**src/rtl/bsr_pkg.sv**
```systemverilog
package bsr_pkg;
    localparam int unsigned WORD_W  = 32;
    localparam int unsigned ADDR_W  = 8;
    localparam int unsigned FRAME_W = WORD_W + ADDR_W;

    typedef logic [WORD_W-1:0] word_t;
    typedef logic [ADDR_W-1:0] addr_t;

    localparam addr_t A_MODE    = 8'h00;
    localparam addr_t A_MUX     = 8'h02;
    localparam addr_t A_SWITCH  = 8'h08;
    localparam addr_t A_RESET   = 8'h80;
    localparam addr_t A_VERSION = 8'hFF;

    // One synchronised serial line with its edges in the system domain
    typedef struct packed {
        logic lvl;
        logic rise;
        logic fall;
    } line_t;

    // Decoded command, valid for one system clock
    typedef struct packed {
        logic  wr;
        logic  rd;
        addr_t addr;
        word_t data;
    } cmd_t;

    typedef enum logic [1:0] {TX_IDLE, TX_ARMED, TX_SHIFT} tx_state_e;

    function automatic addr_t frame_addr(input logic [FRAME_W-1:0] f);
        return f[ADDR_W-1:0];
    endfunction

    function automatic word_t frame_data(input logic [FRAME_W-1:0] f);
        return f[FRAME_W-1:ADDR_W];
    endfunction
endpackage

```
**src/rtl/bsr_sync.sv**
```systemverilog
module bsr_sync
    import bsr_pkg::*;
#(
    parameter int unsigned STAGES = 2,
    parameter logic        IDLE   = 1'b0
) (
    input  logic  clk,
    input  logic  rst,
    input  logic  d_i,
    output line_t q_o
);
    // STAGES flops of synchroniser plus one history flop for edge detection
    logic [STAGES:0] chain;

    always_ff @(posedge clk) begin
        if (rst) chain <= {(STAGES+1){IDLE}};
        else     chain <= {chain[STAGES-1:0], d_i};
    end

    always_comb begin
        q_o.lvl  = chain[STAGES-1];
        q_o.rise = chain[STAGES-1] & ~chain[STAGES];
        q_o.fall = ~chain[STAGES-1] & chain[STAGES];
    end
endmodule

```
**src/rtl/bsr_rx.sv**
```systemverilog
module bsr_rx
    import bsr_pkg::*;
(
    input  logic  clk,
    input  logic  rst,
    input  line_t sck_i,
    input  line_t din_i,
    input  line_t stb_i,
    output cmd_t  cmd_o
);
    logic [FRAME_W-1:0] hist;

    always_ff @(posedge clk) begin
        if (rst) begin
            hist  <= '0;
            cmd_o <= '0;
        end else begin
            cmd_o.wr <= 1'b0;
            cmd_o.rd <= 1'b0;
            if (sck_i.rise) begin
                if (stb_i.lvl) begin
                    hist <= {hist[FRAME_W-2:0], din_i.lvl};
                end else begin
                    cmd_o.wr   <= din_i.lvl;
                    cmd_o.rd   <= ~din_i.lvl;
                    cmd_o.addr <= frame_addr(hist);
                    cmd_o.data <= frame_data(hist);
                end
            end
        end
    end

    // a command only follows a clock rise seen with the strobe low
    a_r10_cmd_source: assert property (@(posedge clk) disable iff (rst)
        (cmd_o.wr || cmd_o.rd) |-> $past(sck_i.rise && !stb_i.lvl));

    // the strobe only moves while the serial clock is low
    a_r10_strobe_on_low: assert property (@(posedge clk) disable iff (rst)
        (stb_i.rise || stb_i.fall) |-> !sck_i.lvl);

    // data-in is settled before the sampling edge
    a_r9_din_setup: assert property (@(posedge clk) disable iff (rst)
        (din_i.rise || din_i.fall) |-> !sck_i.rise);
endmodule

```
**src/rtl/bsr_regs.sv**
```systemverilog
module bsr_regs
    import bsr_pkg::*;
#(
    parameter word_t       VERSION    = 32'h0000_0001,
    parameter int unsigned RST_CYCLES = 16
) (
    input  logic  clk,
    input  logic  rst,
    input  cmd_t  cmd_i,
    input  word_t sw_i,
    output word_t rdata_o,
    output word_t mode_o,
    output word_t mux_o,
    output logic  rst_req_o
);
    localparam int unsigned CNT_W = $clog2(RST_CYCLES + 1);
    localparam logic [CNT_W-1:0] CNT_LAST = CNT_W'(RST_CYCLES - 1);

    word_t            mode_q, mux_q;
    logic             rst_bit;
    logic [CNT_W-1:0] cnt;

    always_ff @(posedge clk) begin
        if (rst) begin
            mode_q  <= '0;
            mux_q   <= '0;
            rst_bit <= 1'b0;
            cnt     <= '0;
        end else if (cmd_i.wr) begin
            case (cmd_i.addr)
                A_MODE:  mode_q <= cmd_i.data;
                A_MUX:   mux_q  <= cmd_i.data;
                A_RESET: begin
                    rst_bit <= cmd_i.data[0];
                    cnt     <= '0;
                end
                default: ;
            endcase
        end else if (rst_bit) begin
            if (cnt == CNT_LAST) begin
                rst_bit <= 1'b0;
                cnt     <= '0;
            end else begin
                cnt <= cnt + 1'b1;
            end
        end
    end

    always_comb begin
        case (cmd_i.addr)
            A_MODE:    rdata_o = mode_q;
            A_MUX:     rdata_o = mux_q;
            A_SWITCH:  rdata_o = sw_i;
            A_RESET:   rdata_o = {{(WORD_W-1){1'b0}}, rst_bit};
            A_VERSION: rdata_o = VERSION;
            default:   rdata_o = '0;
        endcase
    end

    assign mode_o    = mode_q;
    assign mux_o     = mux_q;
    assign rst_req_o = rst_bit;

    // a request only starts from a reset-register write with bit 0 set
    a_r7_req_source: assert property (@(posedge clk) disable iff (rst)
        $rose(rst_req_o) |-> $past(cmd_i.wr && cmd_i.addr == A_RESET && cmd_i.data[0]));

    // pulse counter never passes its limit
    a_r7_cnt_bound: assert property (@(posedge clk) disable iff (rst)
        rst_bit |-> (cnt <= CNT_LAST));

    // writes elsewhere leave the mode word alone
    a_r4_mode_kept: assert property (@(posedge clk) disable iff (rst)
        (cmd_i.wr && cmd_i.addr != A_MODE) |=> $stable(mode_o));

    // writes elsewhere leave the multiplexer word alone
    a_r6_mux_kept: assert property (@(posedge clk) disable iff (rst)
        (cmd_i.wr && cmd_i.addr != A_MUX) |=> $stable(mux_o));
endmodule

```
**src/rtl/bsr_tx.sv**
```systemverilog
module bsr_tx
    import bsr_pkg::*;
(
    input  logic  clk,
    input  logic  rst,
    input  logic  load_i,
    input  word_t word_i,
    input  line_t sck_i,
    output logic  dout_o
);
    localparam int unsigned IDX_W = $clog2(WORD_W);
    localparam logic [IDX_W-1:0] IDX_LAST = IDX_W'(WORD_W - 1);

    tx_state_e        state;
    word_t            sh;
    logic [IDX_W-1:0] idx;
    logic             dout_q;

    always_ff @(posedge clk) begin
        if (rst) begin
            state  <= TX_IDLE;
            sh     <= '0;
            idx    <= '0;
            dout_q <= 1'b1;
        end else if (load_i) begin
            sh     <= word_i;
            state  <= TX_ARMED;
            dout_q <= 1'b1;
        end else if (sck_i.fall) begin
            case (state)
                TX_ARMED: begin
                    dout_q <= sh[WORD_W-1];
                    sh     <= sh << 1;
                    idx    <= '0;
                    state  <= TX_SHIFT;
                end
                TX_SHIFT: begin
                    if (idx == IDX_LAST) begin
                        dout_q <= 1'b1;
                        state  <= TX_IDLE;
                    end else begin
                        dout_q <= sh[WORD_W-1];
                        sh     <= sh << 1;
                        idx    <= idx + 1'b1;
                    end
                end
                default: ;
            endcase
        end
    end

    assign dout_o = dout_q;

    // output only changes on a falling edge or a new load
    a_r8_hold_between_falls: assert property (@(posedge clk) disable iff (rst)
        (!sck_i.fall && !load_i) |=> $stable(dout_o));

    // the line rests high while no bit is being presented
    a_r8_idle_high: assert property (@(posedge clk) disable iff (rst)
        (state != TX_SHIFT) |-> dout_o);
endmodule

```
**src/rtl/bsr_slave.sv**
```systemverilog
module bsr_slave
    import bsr_pkg::*;
#(
    parameter word_t       VERSION     = 32'h0000_0001,
    parameter int unsigned RST_CYCLES  = 16,
    parameter int unsigned SYNC_STAGES = 2
) (
    input  logic        clk,
    input  logic        rst,
    input  logic        ser_clk_i,
    input  logic        ser_din_i,
    input  logic        strobe_n_i,
    input  logic [31:0] sw_i,
    output logic        ser_dout_o,
    output logic [31:0] mode_o,
    output logic [31:0] mux_o,
    output logic        rst_req_o
);
    localparam int unsigned N_LINES = 3;
    localparam logic [N_LINES-1:0] LINE_IDLE = 3'b100; // strobe idles high

    logic [N_LINES-1:0] raw;
    line_t              lines [N_LINES];
    cmd_t               cmd;
    word_t              rdata;

    assign raw = {strobe_n_i, ser_din_i, ser_clk_i};

    for (genvar i = 0; i < N_LINES; i++) begin : g_sync
        bsr_sync #(.STAGES(SYNC_STAGES), .IDLE(LINE_IDLE[i])) u_sync (
            .clk (clk),
            .rst (rst),
            .d_i (raw[i]),
            .q_o (lines[i])
        );
    end

    bsr_rx u_rx (
        .clk   (clk),
        .rst   (rst),
        .sck_i (lines[0]),
        .din_i (lines[1]),
        .stb_i (lines[2]),
        .cmd_o (cmd)
    );

    bsr_regs #(.VERSION(VERSION), .RST_CYCLES(RST_CYCLES)) u_regs (
        .clk       (clk),
        .rst       (rst),
        .cmd_i     (cmd),
        .sw_i      (sw_i),
        .rdata_o   (rdata),
        .mode_o    (mode_o),
        .mux_o     (mux_o),
        .rst_req_o (rst_req_o)
    );

    bsr_tx u_tx (
        .clk    (clk),
        .rst    (rst),
        .load_i (cmd.rd),
        .word_i (rdata),
        .sck_i  (lines[0]),
        .dout_o (ser_dout_o)
    );
endmodule

```
**config.mk**
```make
export PLATFORM = sky130hd
export DESIGN_NAME = bsr_slave
export DESIGN_NICKNAME = d
export VERILOG_FILES = /design/src/rtl/bsr_pkg.sv /design/src/rtl/bsr_sync.sv /design/src/rtl/bsr_rx.sv /design/src/rtl/bsr_regs.sv /design/src/rtl/bsr_tx.sv /design/src/rtl/bsr_slave.sv
export SDC_FILE = /design/constraint.sdc
export NUM_CORES = 1
export LEC_CHECK = 0
export ABC_AREA = 1
export BUFFER_PORTS_ARGS = -buffer_cell sky130_fd_sc_hd__buf_2
export CAP_MARGIN = 40
export CORE_MARGIN = 2
export CORE_UTILIZATION = 50
export DETAILED_ROUTE_END_ITERATION = 10
export GPL_ROUTABILITY_DRIVEN = 1
export PLACE_DENSITY = 0.73
export REMOVE_ABC_BUFFERS = 1
export SYNTH_ARGS = -nofsm -noshare
export SYNTH_HDL_FRONTEND = slang
export SYNTH_SLANG_ARGS = --single-unit
```
**constraint.sdc**
```tcl
create_clock -name clk -period 1.8 [get_ports clk]
set_input_delay 0 -clock clk [delete_from_list [all_inputs] [get_ports clk]]
set_output_delay 0 -clock clk [all_outputs]
set_load 0.1 [all_outputs]
```
==> results.json, run 1 <==
{
  "status": "finished, final reports clean",
  "maxSlewHeadroom_pct": 65.6,
  "grt_max_degree": 81,
  "grt_overflow": 0,
  "finalNonFillerCells": 1343,
  "critical_path_buf_inv_count": 3,
  "gp_congestion": 0.794,
  "port_buffers": 102,
  "wl_per_cell_um": 14.1,
  "seq_area_frac_synth_pct": 51.1,
  "h-tree-depth": 4,
  "power.share.clock_pct": 42.9,
  "drt_first_pass_iters": 5,
  "cts_tree": "done",
  "crit_path_cell_trace": "ha_4, inv_1, nor2_1, ha_2, nand2_1, buf_4, nand2_4, nand2_8, buf_6, o21ai_1, a21oi_1",
  "antenna_left": 0,
  "wl_um": 19000,
  "switching_power_mw": 2.03,
  "root_buffer": "clkbuf_16",
  "grt_use_total_pct": 23.2,
  "synth.distinct_cells": 27,
  "worstSetupPathType": "flop to flop",
  "clock_skew_ps": 9.55,
  "total_power_mw": 8.61,
  "p_leak_nw": 3.97,
  "path_delay_family": "simple AND/OR/NAND/NOR gates",
  "die_h_um": 129,
  "drt_iter0_drc": 468,
  "p_int_mw": 6.59,
  "io-pin-count": 103,
  "max-vdd-ir-drop_mv": 0.684,
  "critPathCaptureType": "flop",
  "core-area_um2": 15200,
  "startpoint_type": "flop",
  "drv_cap": 0,
  "cts.path.max_buffers": 2,
  "finalSetupViolations": 0,
  "hpwl_um": 11200,
  "fin_crit_ps": 1720,
  "cts.sinks": 199,
  "dieArea_um2": 16600,
  "initial_core_util_pct": 51.3,
  "placedInstanceArea_um2": 8610,
  "route.detailed.drc": 0,
  "cts_setup_buffers": 0,
  "worst_slew_pin_slew_ps": 519,
  "antenna_found_initial": 0,
  "p_seq_share_pct": 52.3,
  "cts-buffers-inserted": 17,
  "crit_path_top_delay_cell": "dfxtp_2",
  "fin_area_um2": 9660,
  "rows": 45,
  "hp-class": "input port to flop",
  "synth.ff_latch_count": 199,
  "synth_warnings": 0,
  "fmax_ghz": 0.581,
  "netlist_instances": 1027,
  "grt_pass1_wl_um": 30900,
  "place_inst": 1275,
  "syn_area_um2": 7790,
  "area_growth_pct": 24.0,
  "fin_nets": 1184,
  "path_clk_slew_ps": 70,
  "swShare_pct": 23.5,
  "syn_area_per_cell_um2": 7.59,
  "pwr-share-comb_pct": 4.8,
  "drv_slew": 0,
  "die_x_um": 129,
  "max_stage_delay_ps": 360,
  "fin_crit_sh_pct": 95.6,
  "path_max_fanout": 8,
  "vias_per_cell": 5.28,
  "layout-drive-gt1-share_pct": 16.5,
  "clk_latency_ps": 440,
  "critPathRequiredTime_ps": 2130,
  "powerDensity_nw_per_um2": 891,
  "hold_violations": 0,
  "via_count": 7089,
  "diodes": 0,
  "cp.arrival_ps": 2050,
  "grt_pass1_vias": 6461
}
==> power groups by stage <==
stage	combinational (mW)	sequential [mW]	clock, mW
global placement	0.338	4.61	0
floorplan	0.191	4.60	0
detailed placement	0.344	4.61	0
CTS	0.401	4.51	3.74
global route	0.459	4.51	3.94
finish	0.411	4.51	3.69
==> tightest hold or removal path: cells and delay by family <==
family	cells	cell delay, ps
buf+inv	2	260
simple gates	1	100
compound gates	1	30
==> kinds of logic after synthesis <==
logic type               after synthesis  share of synthesized area, %
XOR/XNOR                               3                         0.337
buffers and inverters                174                          8.72
AND/OR/NAND/NOR                      248                          13.4
AO/OA/AOI/OAI                        398                          25.6
adder cells (fa/ha/maj)                5                         0.803
flip-flops                           199                          51.1
==> cells in the final DEF, fill, tap and decap left out, drive strengths merged, types with 20 or more instances in the layout <==
master	Yosys	final
o21ai	214	214
dfxtp	199	199
a21oi	182	182
nand2	155	155
buf	20	132
inv	103	107
nand3	44	44
dlygate4sd3	0	33
nor2	32	32
clkbuf	51	20
==> per-stage QoR <==
stage	hold WS (ps)	worst slack, ps	setup TNS, ps	utilization, %
2_1_floorplan	69.1	-759	-107800	-
3_3_place_gp	183	113	0	56.6
3_5_place_dp	186	55.9	0	56.6
4_1_cts	0.422	17.0	0	62.6
5_1_grt	23.1	-4.62	-13.0	63.6
6_report	10.2	79.8	0	63.6
==> registers in the layout (all words and copies together) (netlist names) <==
register,cells
u_rx.hist,40
u_tx.sh,32
g_sync.u_sync.chain,7
u_regs.cnt,5
u_tx.dout_o,1
u_regs.mux_o,32
u_regs.rst_req_o,1
u_rx.cmd_o,42
u_tx.idx,5
u_regs.mode_o,32
u_tx.state,2
==> cell type report <==
type | instances | area, um^2
inverters | 103 | 389
fillers | 1317 | 5540
clock inverters | 14 | 143
multi-input cells | 654 | 3220
clock buffers | 18 | 429
well taps | 188 | 235
repair buffers | 167 | 1260
flip-flops and latches | 199 | 3990
==> path summary, 6_finish.rpt <==
path	start	slack, ps	to	cells past startpoint
max	u_tx.idx[0]	80	u_tx.sh[8]	11
min	rst	10	u_regs.cnt[4]	4
max reg2reg	u_tx.idx[0]	80	u_tx.sh[8]	11
min reg2reg	g_sync[0].u_sync.chain[0]	410	g_sync[0].u_sync.chain[1]	2
==> synthesized netlist by cell type, drive strengths merged <==
cell,number,area share (%)
and3,1,0.080
o21ai,214,14
a21oi,182,12
nor3,7,0.51
dfxtp,199,51
xnor2,1,0.11
nor3b,1,0.096
ha,5,0.80
o211ai,1,0.096
nor2,32,1.6
inv,103,5.0
or2,3,0.24
nand2,155,7.5
clkbuf,51,2.5
nor4,1,0.27
nand4,3,0.24
o21bai,1,0.096
xor2,2,0.22
nand3b,1,0.096
buf,20,1.3
nand3,44,2.8
==> routing by layer <==
metal	part of all wire [%]	track usage, %	routed length, um
met5	0	0	0
met4	1.9	9.40	367
met3	4.9	4.37	928
met2	47	38.0	8870
met1	46	30.4	8790
==> timing repair <==
item	in CTS	in global routing
gates resized for setup	0	48
endpoints found under the setup margin	0	42
hold buffers	33	0
endpoints found under the hold margin	33	0
No activity file was read; power rests on OpenSTA's default activity.
==> inputs of run 2 (changes only) <==
--- a/config.mk
+++ b/config.mk
@@ -12,8 +12,9 @@
 export CORE_UTILIZATION = 50
 export DETAILED_ROUTE_END_ITERATION = 10
 export GPL_ROUTABILITY_DRIVEN = 1
-export PLACE_DENSITY = 0.73
+export PLACE_DENSITY = 0.72
 export REMOVE_ABC_BUFFERS = 1
 export SYNTH_ARGS = -nofsm -noshare
 export SYNTH_HDL_FRONTEND = slang
+export SYNTH_HIERARCHICAL = 1
 export SYNTH_SLANG_ARGS = --single-unit
==> constraint.sdc (replaced) <==
create_clock -name clk -period 1.8 [get_ports clk]
set_input_delay 0.27 -clock clk [delete_from_list [all_inputs] [get_ports clk]]
set_output_delay 0.27 -clock clk [all_outputs]
set_load 0.1 [all_outputs]
==> run 2 against run 1 <==
Compared with the run above:
- sequential share of layout area fell by 4.9 points
- via count up 23%
- sequential power decreased by 2%
- die area increased by 20%
- sequential cell count is the same
- cell count up 25%
- power rose by 6.2%
- count of clock-buffer cells in the layout is 2 higher
- wire length up 31%
- register-to-register slack better by 20 ps
- design area increased by 13%
- critical endpoint is now u_tx/sh[6]
- largest cell class is now multi-input combinational cells
==> results.json, run 2 <==
{
  "diodes": 0,
  "crit_top_cell": "nand2_1",
  "finalSetupViolations": 0,
  "h-tree-depth": 4,
  "worst_slew_pin_slew_ps": 527,
  "syn_area_per_cell_um2": 6.96,
  "cts_tree": "done",
  "wl_um": 24800,
  "core-area_um2": 18600,
  "cts.path.max_buffers": 2,
  "vias_per_cell": 5.18,
  "worstSetupPathType": "flop to flop",
  "root_buffer": "clkbuf_16",
  "path_clk_slew_ps": 70,
  "path_max_fanout": 8,
  "syn_area_um2": 9440,
  "powerDensity_nw_per_um2": 835,
  "critPathRequiredTime_ps": 2130,
  "drt_first_pass_iters": 7,
  "fin_crit_sh_pct": 94.4,
  "grt_use_total_pct": 22.9,
  "hold_violations": 0,
  "grt_pass1_vias": 7613,
  "whs_ps": 24.9,
  "initial_core_util_pct": 50.6,
  "antenna_left": 0,
  "layout-drive-gt1-share_pct": 17.2,
  "final_core_utilization_pct": 58.8,
  "p_leak_nw": 4.70,
  "dp_slack_ps": -8.82,
  "io-pin-count": 103,
  "cp.arrival_ps": 2030,
  "reg.largest.list": "u_rx/cmd_o: 42 flops, u_rx/hist: 40 flops",
  "drt_iter0_drc": 753,
  "fin_ws_ps": 100,
  "netlist_instances": 1356,
  "wl_met2_um": 11700,
  "place_inst": 1636,
  "max_stage_delay_ps": 360,
  "grt_max_degree": 36,
  "grt_pass1_wl_um": 37200,
  "area_growth_pct": 16.1,
  "gp_congestion": 0.848,
  "largest-register": "u_rx/cmd_o",
  "status": "finished, final reports clean",
  "drv_cap": 0,
  "met3_length_um": 1370,
  "clock_skew_ps": 6.65,
  "crit_path_top_delay_cell": "dfxtp_1",
  "total_power_mw": 9.15,
  "maxSlewHeadroom_pct": 65.1,
  "die_h_um": 141,
  "max-vdd-ir-drop_mv": 0.715,
  "synth_warnings": 6,
  "fin_crit_ps": 1700,
  "layout_commonest_cell": "nand2_1",
  "wl_per_cell_um": 14.7,
  "clk_latency_ps": 430,
  "cts.sinks": 199,
  "cts-buffers-inserted": 17,
  "grt_overflow": 0,
  "die_x_um": 141,
  "top_layer_used": "met4",
  "rows": 50,
  "dieArea_um2": 20000,
  "port_buffers": 102,
  "r2r_setup_slack_ps": 100,
  "critical_path_buf_inv_count": 3,
  "wl_met1_um": 11200,
  "largest_reg_flops": 42,
  "finalNonFillerCells": 1681,
  "via_count": 8700,
  "antenna_found_initial": 0,
  "startpoint_type": "flop",
  "most-common-layout-cells": "nand2_1 (315), nor2_1 (294), dfxtp_1 (196), nand3_1 (121), inv_1 (109)",
  "fin_nets": 1477,
  "drv_slew": 0,
  "hpwl_um": 15200,
  "hp-class": "input port to flop",
  "route.detailed.drc": 0,
  "cts_hold_buf": 0,
  "path_delay_family": "simple AND/OR/NAND/NOR gates",
  "fmax_ghz": 0.588,
  "crit_path_cell_trace": "inv_1, nand2_1, nor2_4, nor2b_4, buf_12, clkbuf_16, nand2_1, nand3_1, nand2_1, o21ai_0, nor2_1, nor2_1",
  "critPathCaptureType": "flop"
}
[run 2: area by class of cell]
cell class | instances | area, um^2
fill | 1762 | 7690
multi-input combinational | 952 | 4480
sequential | 199 | 3990
timing repair buffer | 148 | 1100
clock buffer | 20 | 467
inverter | 116 | 435
tap | 234 | 293
clock inverter | 12 | 198
[run 2: report_power, final]
part           total (mW)  switching, mW  internal (mW)
clock network        4.24           1.66           2.58
registers            4.44         0.0173           4.42
logic               0.467          0.309          0.158
total                9.15           1.99           7.16
[run 2: per-layer routing]
| metal | track usage, % | vias to the layer above |
|---|---|---|
| met5 | 0 | - |
| li1 | - | 4394 |
| met2 | 37.4 | 263 |
| met3 | 3.61 | 33 |
| met4 | 6.42 | 0 |
| met1 | 31.4 | 4010 |
[run 2: timing repair]
action,in CTS,in global routing
setup buffers,0,6
gates resized for setup,2,15
setup endpoints to repair,9,31
gates cloned,0,7
pin swaps,0,4
[run 2: final timing paths]
| kind | cells after the start | endpoint | startpoint |
|---|---|---|---|
| max | 12 | u_tx/sh[6] | u_rx/cmd_o[34] |
| min | 3 | g_sync[2].u_sync/chain[0] | strobe_n_i |
| max reg2reg | 12 | u_tx/sh[6] | u_rx/cmd_o[34] |
| min reg2reg | 2 | g_sync[2].u_sync/chain[1] | g_sync[2].u_sync/chain[0] |
[run 2: worst register-to-register path: stages, from the launching register on]
cell and delay, ps:
dfxtp_1 360, inv_1 80, nand2_1 140, nor2_4 60
nor2b_4 130, buf_12 140, clkbuf_16 170, nand2_1 60
nand3_1 100, nand2_1 90, o21ai_0 90, nor2_1 140
nor2_1 60
[run 2: stage by stage]
stage	setup TNS [ps]	area, um^2
3_5_place_dp	-8.82	10000
6_report	0	11000
5_1_grt	-58.4	11000
4_1_cts	0	10700
2_1_floorplan	-342850	8820
3_3_place_gp	0	10000
==> inputs of run 3 (changes only) <==
--- a/config.mk
+++ b/config.mk
@@ -12,8 +12,10 @@
 export CORE_UTILIZATION = 50
 export DETAILED_ROUTE_END_ITERATION = 10
 export GPL_ROUTABILITY_DRIVEN = 1
+export HOLD_SLACK_MARGIN = 0.03
 export PLACE_DENSITY = 0.72
 export REMOVE_ABC_BUFFERS = 1
+export SKIP_LAST_GASP = 1
 export SYNTH_ARGS = -nofsm -noshare
 export SYNTH_HDL_FRONTEND = slang
 export SYNTH_HIERARCHICAL = 1
==> run 3 against run 2 <==
Compared with the run above:
- global-route usage about the same
- clock skew about the same
- clock power about the same
- critical endpoint is now u_tx/sh[5]
- non-clock buffer count up 3
- highest routed layer unchanged
- via count up 1.1%
==> results.json, run 3 (synthesis gave the netlist of run 2 again) <==
{
  "drv_cap": 0,
  "cts-buffers-inserted": 17,
  "route.detailed.drc": 0,
  "layout-drive-gt1-share_pct": 17.1,
  "via_count": 8797,
  "cp.arrival_ps": 2090,
  "path_clk_slew_ps": 70,
  "grt_max_degree": 36,
  "grt_overflow": 0,
  "fin_tns_setup_ps": 0,
  "whs_ps": 179,
  "die_x_um": 141,
  "root_buffer": "clkbuf_16",
  "grt_pass1_wl_um": 37300,
  "wl_um": 24800,
  "fin_crit_ps": 1720,
  "hold_violations": 0,
  "fin_crit_sh_pct": 95.8,
  "worstHoldStart": "rst",
  "largest_reg_flops": 42,
  "rr_worst_depth": 11,
  "maxSlewHeadroom_pct": 64.9,
  "critPathRequiredTime_ps": 2170,
  "status": "finished, final reports clean",
  "reg2reg_to": "u_tx/sh[5]",
  "drt_first_pass_iters": 5,
  "drv_slew": 0,
  "cts.path.max_buffers": 2,
  "grt_pass1_vias": 7638,
  "vias_per_cell": 5.22,
  "final_core_utilization_pct": 58.9,
  "grt_setup_unrepaired": "yes",
  "core-area_um2": 18600,
  "powerDensity_nw_per_um2": 834,
  "wl_per_cell_um": 14.8,
  "io-pin-count": 103,
  "critPathCaptureType": "flop",
  "clock_skew_ps": 6.27,
  "hp-class": "input port to flop",
  "rows": 50,
  "p_leak_nw": 4.71,
  "r2r_start": "u_rx/cmd_o[39]",
  "largest-register": "u_rx/cmd_o",
  "holdPathEnd": "g_sync[0].u_sync/chain[2]",
  "most-common-layout-cells": "nand2_1 (315), nor2_1 (294), dfxtp_1 (197), nand3_1 (121), inv_1 (109)",
  "finalSetupViolations": 0,
  "reg.largest.list": "u_rx/cmd_o: 42 flops, u_rx/hist: 40 flops",
  "worstSetupPathType": "flop to flop",
  "h-tree-depth": 4,
  "antenna_found_initial": 0,
  "gp_congestion": 0.848,
  "hpwl_um": 15200,
  "max-vdd-ir-drop_mv": 0.711,
  "grt_use_total_pct": 22.9,
  "worst_slew_pin_slew_ps": 530,
  "fmax_ghz": 0.580,
  "path_max_fanout": 15,
  "initial_core_util_pct": 50.6,
  "drt_iter0_drc": 839,
  "fin_nets": 1480,
  "die_h_um": 141,
  "antenna_left": 0,
  "diodes": 0,
  "hold_depth": 2,
  "cts_tree": "done",
  "dieArea_um2": 20000,
  "cts.sinks": 199,
  "port_buffers": 102,
  "layout_commonest_cell": "nand2_1",
  "r2r_setup_slack_ps": 80,
  "startpoint_type": "flop",
  "area_growth_pct": 16.3,
  "clk_latency_ps": 430
}
[run 3: layout make-up]
| class | count | area [um^2] |
|---|---|---|
| multi-input combinational | 952 | 4470 |
| inverter | 116 | 435 |
| sequential | 199 | 3990 |
| clock inverter | 12 | 198 |
| clock buffer | 20 | 467 |
| tap | 234 | 293 |
| timing repair buffer | 151 | 1130 |
| fill | 1762 | 7660 |
[run 3: power breakdown]
group	internal, mW	leakage [nW]	switching, mW	total (mW)
registers	4.42	1.61	0.0172	4.44
clock network	2.58	0.322	1.66	4.24
logic	0.162	2.78	0.310	0.472
total	7.16	4.71	1.99	9.15
[run 3: what timing repair did]
action                                  CTS  global route
endpoints found under the hold margin     3             0
endpoints found under the setup margin    9            31
resized for setup                         2            13
buffers inserted                          0             6
pin swaps                                 0             4
hold buffers                              3             0
gates cloned                              0             7
[run 3: worst max path at each step]
stage          slack (ps)            to                       from
5_1_grt               -60   u_tx/sh[16]             u_rx/cmd_o[38]
3_5_place_dp           -9   u_tx/sh[14]                u_tx/idx[0]
3_3_place_gp           80   u_tx/sh[28]                u_tx/idx[0]
4_1_cts                40    u_tx/sh[4]                u_tx/idx[0]
6_report               80    u_tx/sh[5]             u_rx/cmd_o[39]
2_1_floorplan       -4020  u_rx/hist[0]  g_sync[0].u_sync/chain[1]
[run 3: stage by stage]
step                      cell area [um^2]  setup slack, ps  std cells  total power, mW
after detailed placement             10000            -8.82       1636             4.97
after floorplan                       8820            -4020       1266             4.78
final                                11000             75.1       1684             9.15
after global routing                 11000            -55.3       1684             9.42
after CTS                            10700             36.3       1671             9.16
after global placement               10000             76.2       1636             4.96
[run 3: per-layer routing]
metal / vias up / track usage [%] / wire length, um
li1: 4401 / - / -
met5: - / 0 / 0
met4: 0 / 6.42 / 504
met1: 4050 / 31.4 / 11100
met2: 309 / 37.6 / 11800
met3: 37 / 3.61 / 1460
[run 3: critical path, stage by stage (launching register included)]
cell	delay, ps
dfxtp_2	340
nor2_2	150
nand3_4	160
nor3_4	180
buf_4	170
clkbuf_16	180
nand2_1	60
nand3_1	80
nand2_1	60
o21ai_0	100
nor2_1	70
nor2_1	110
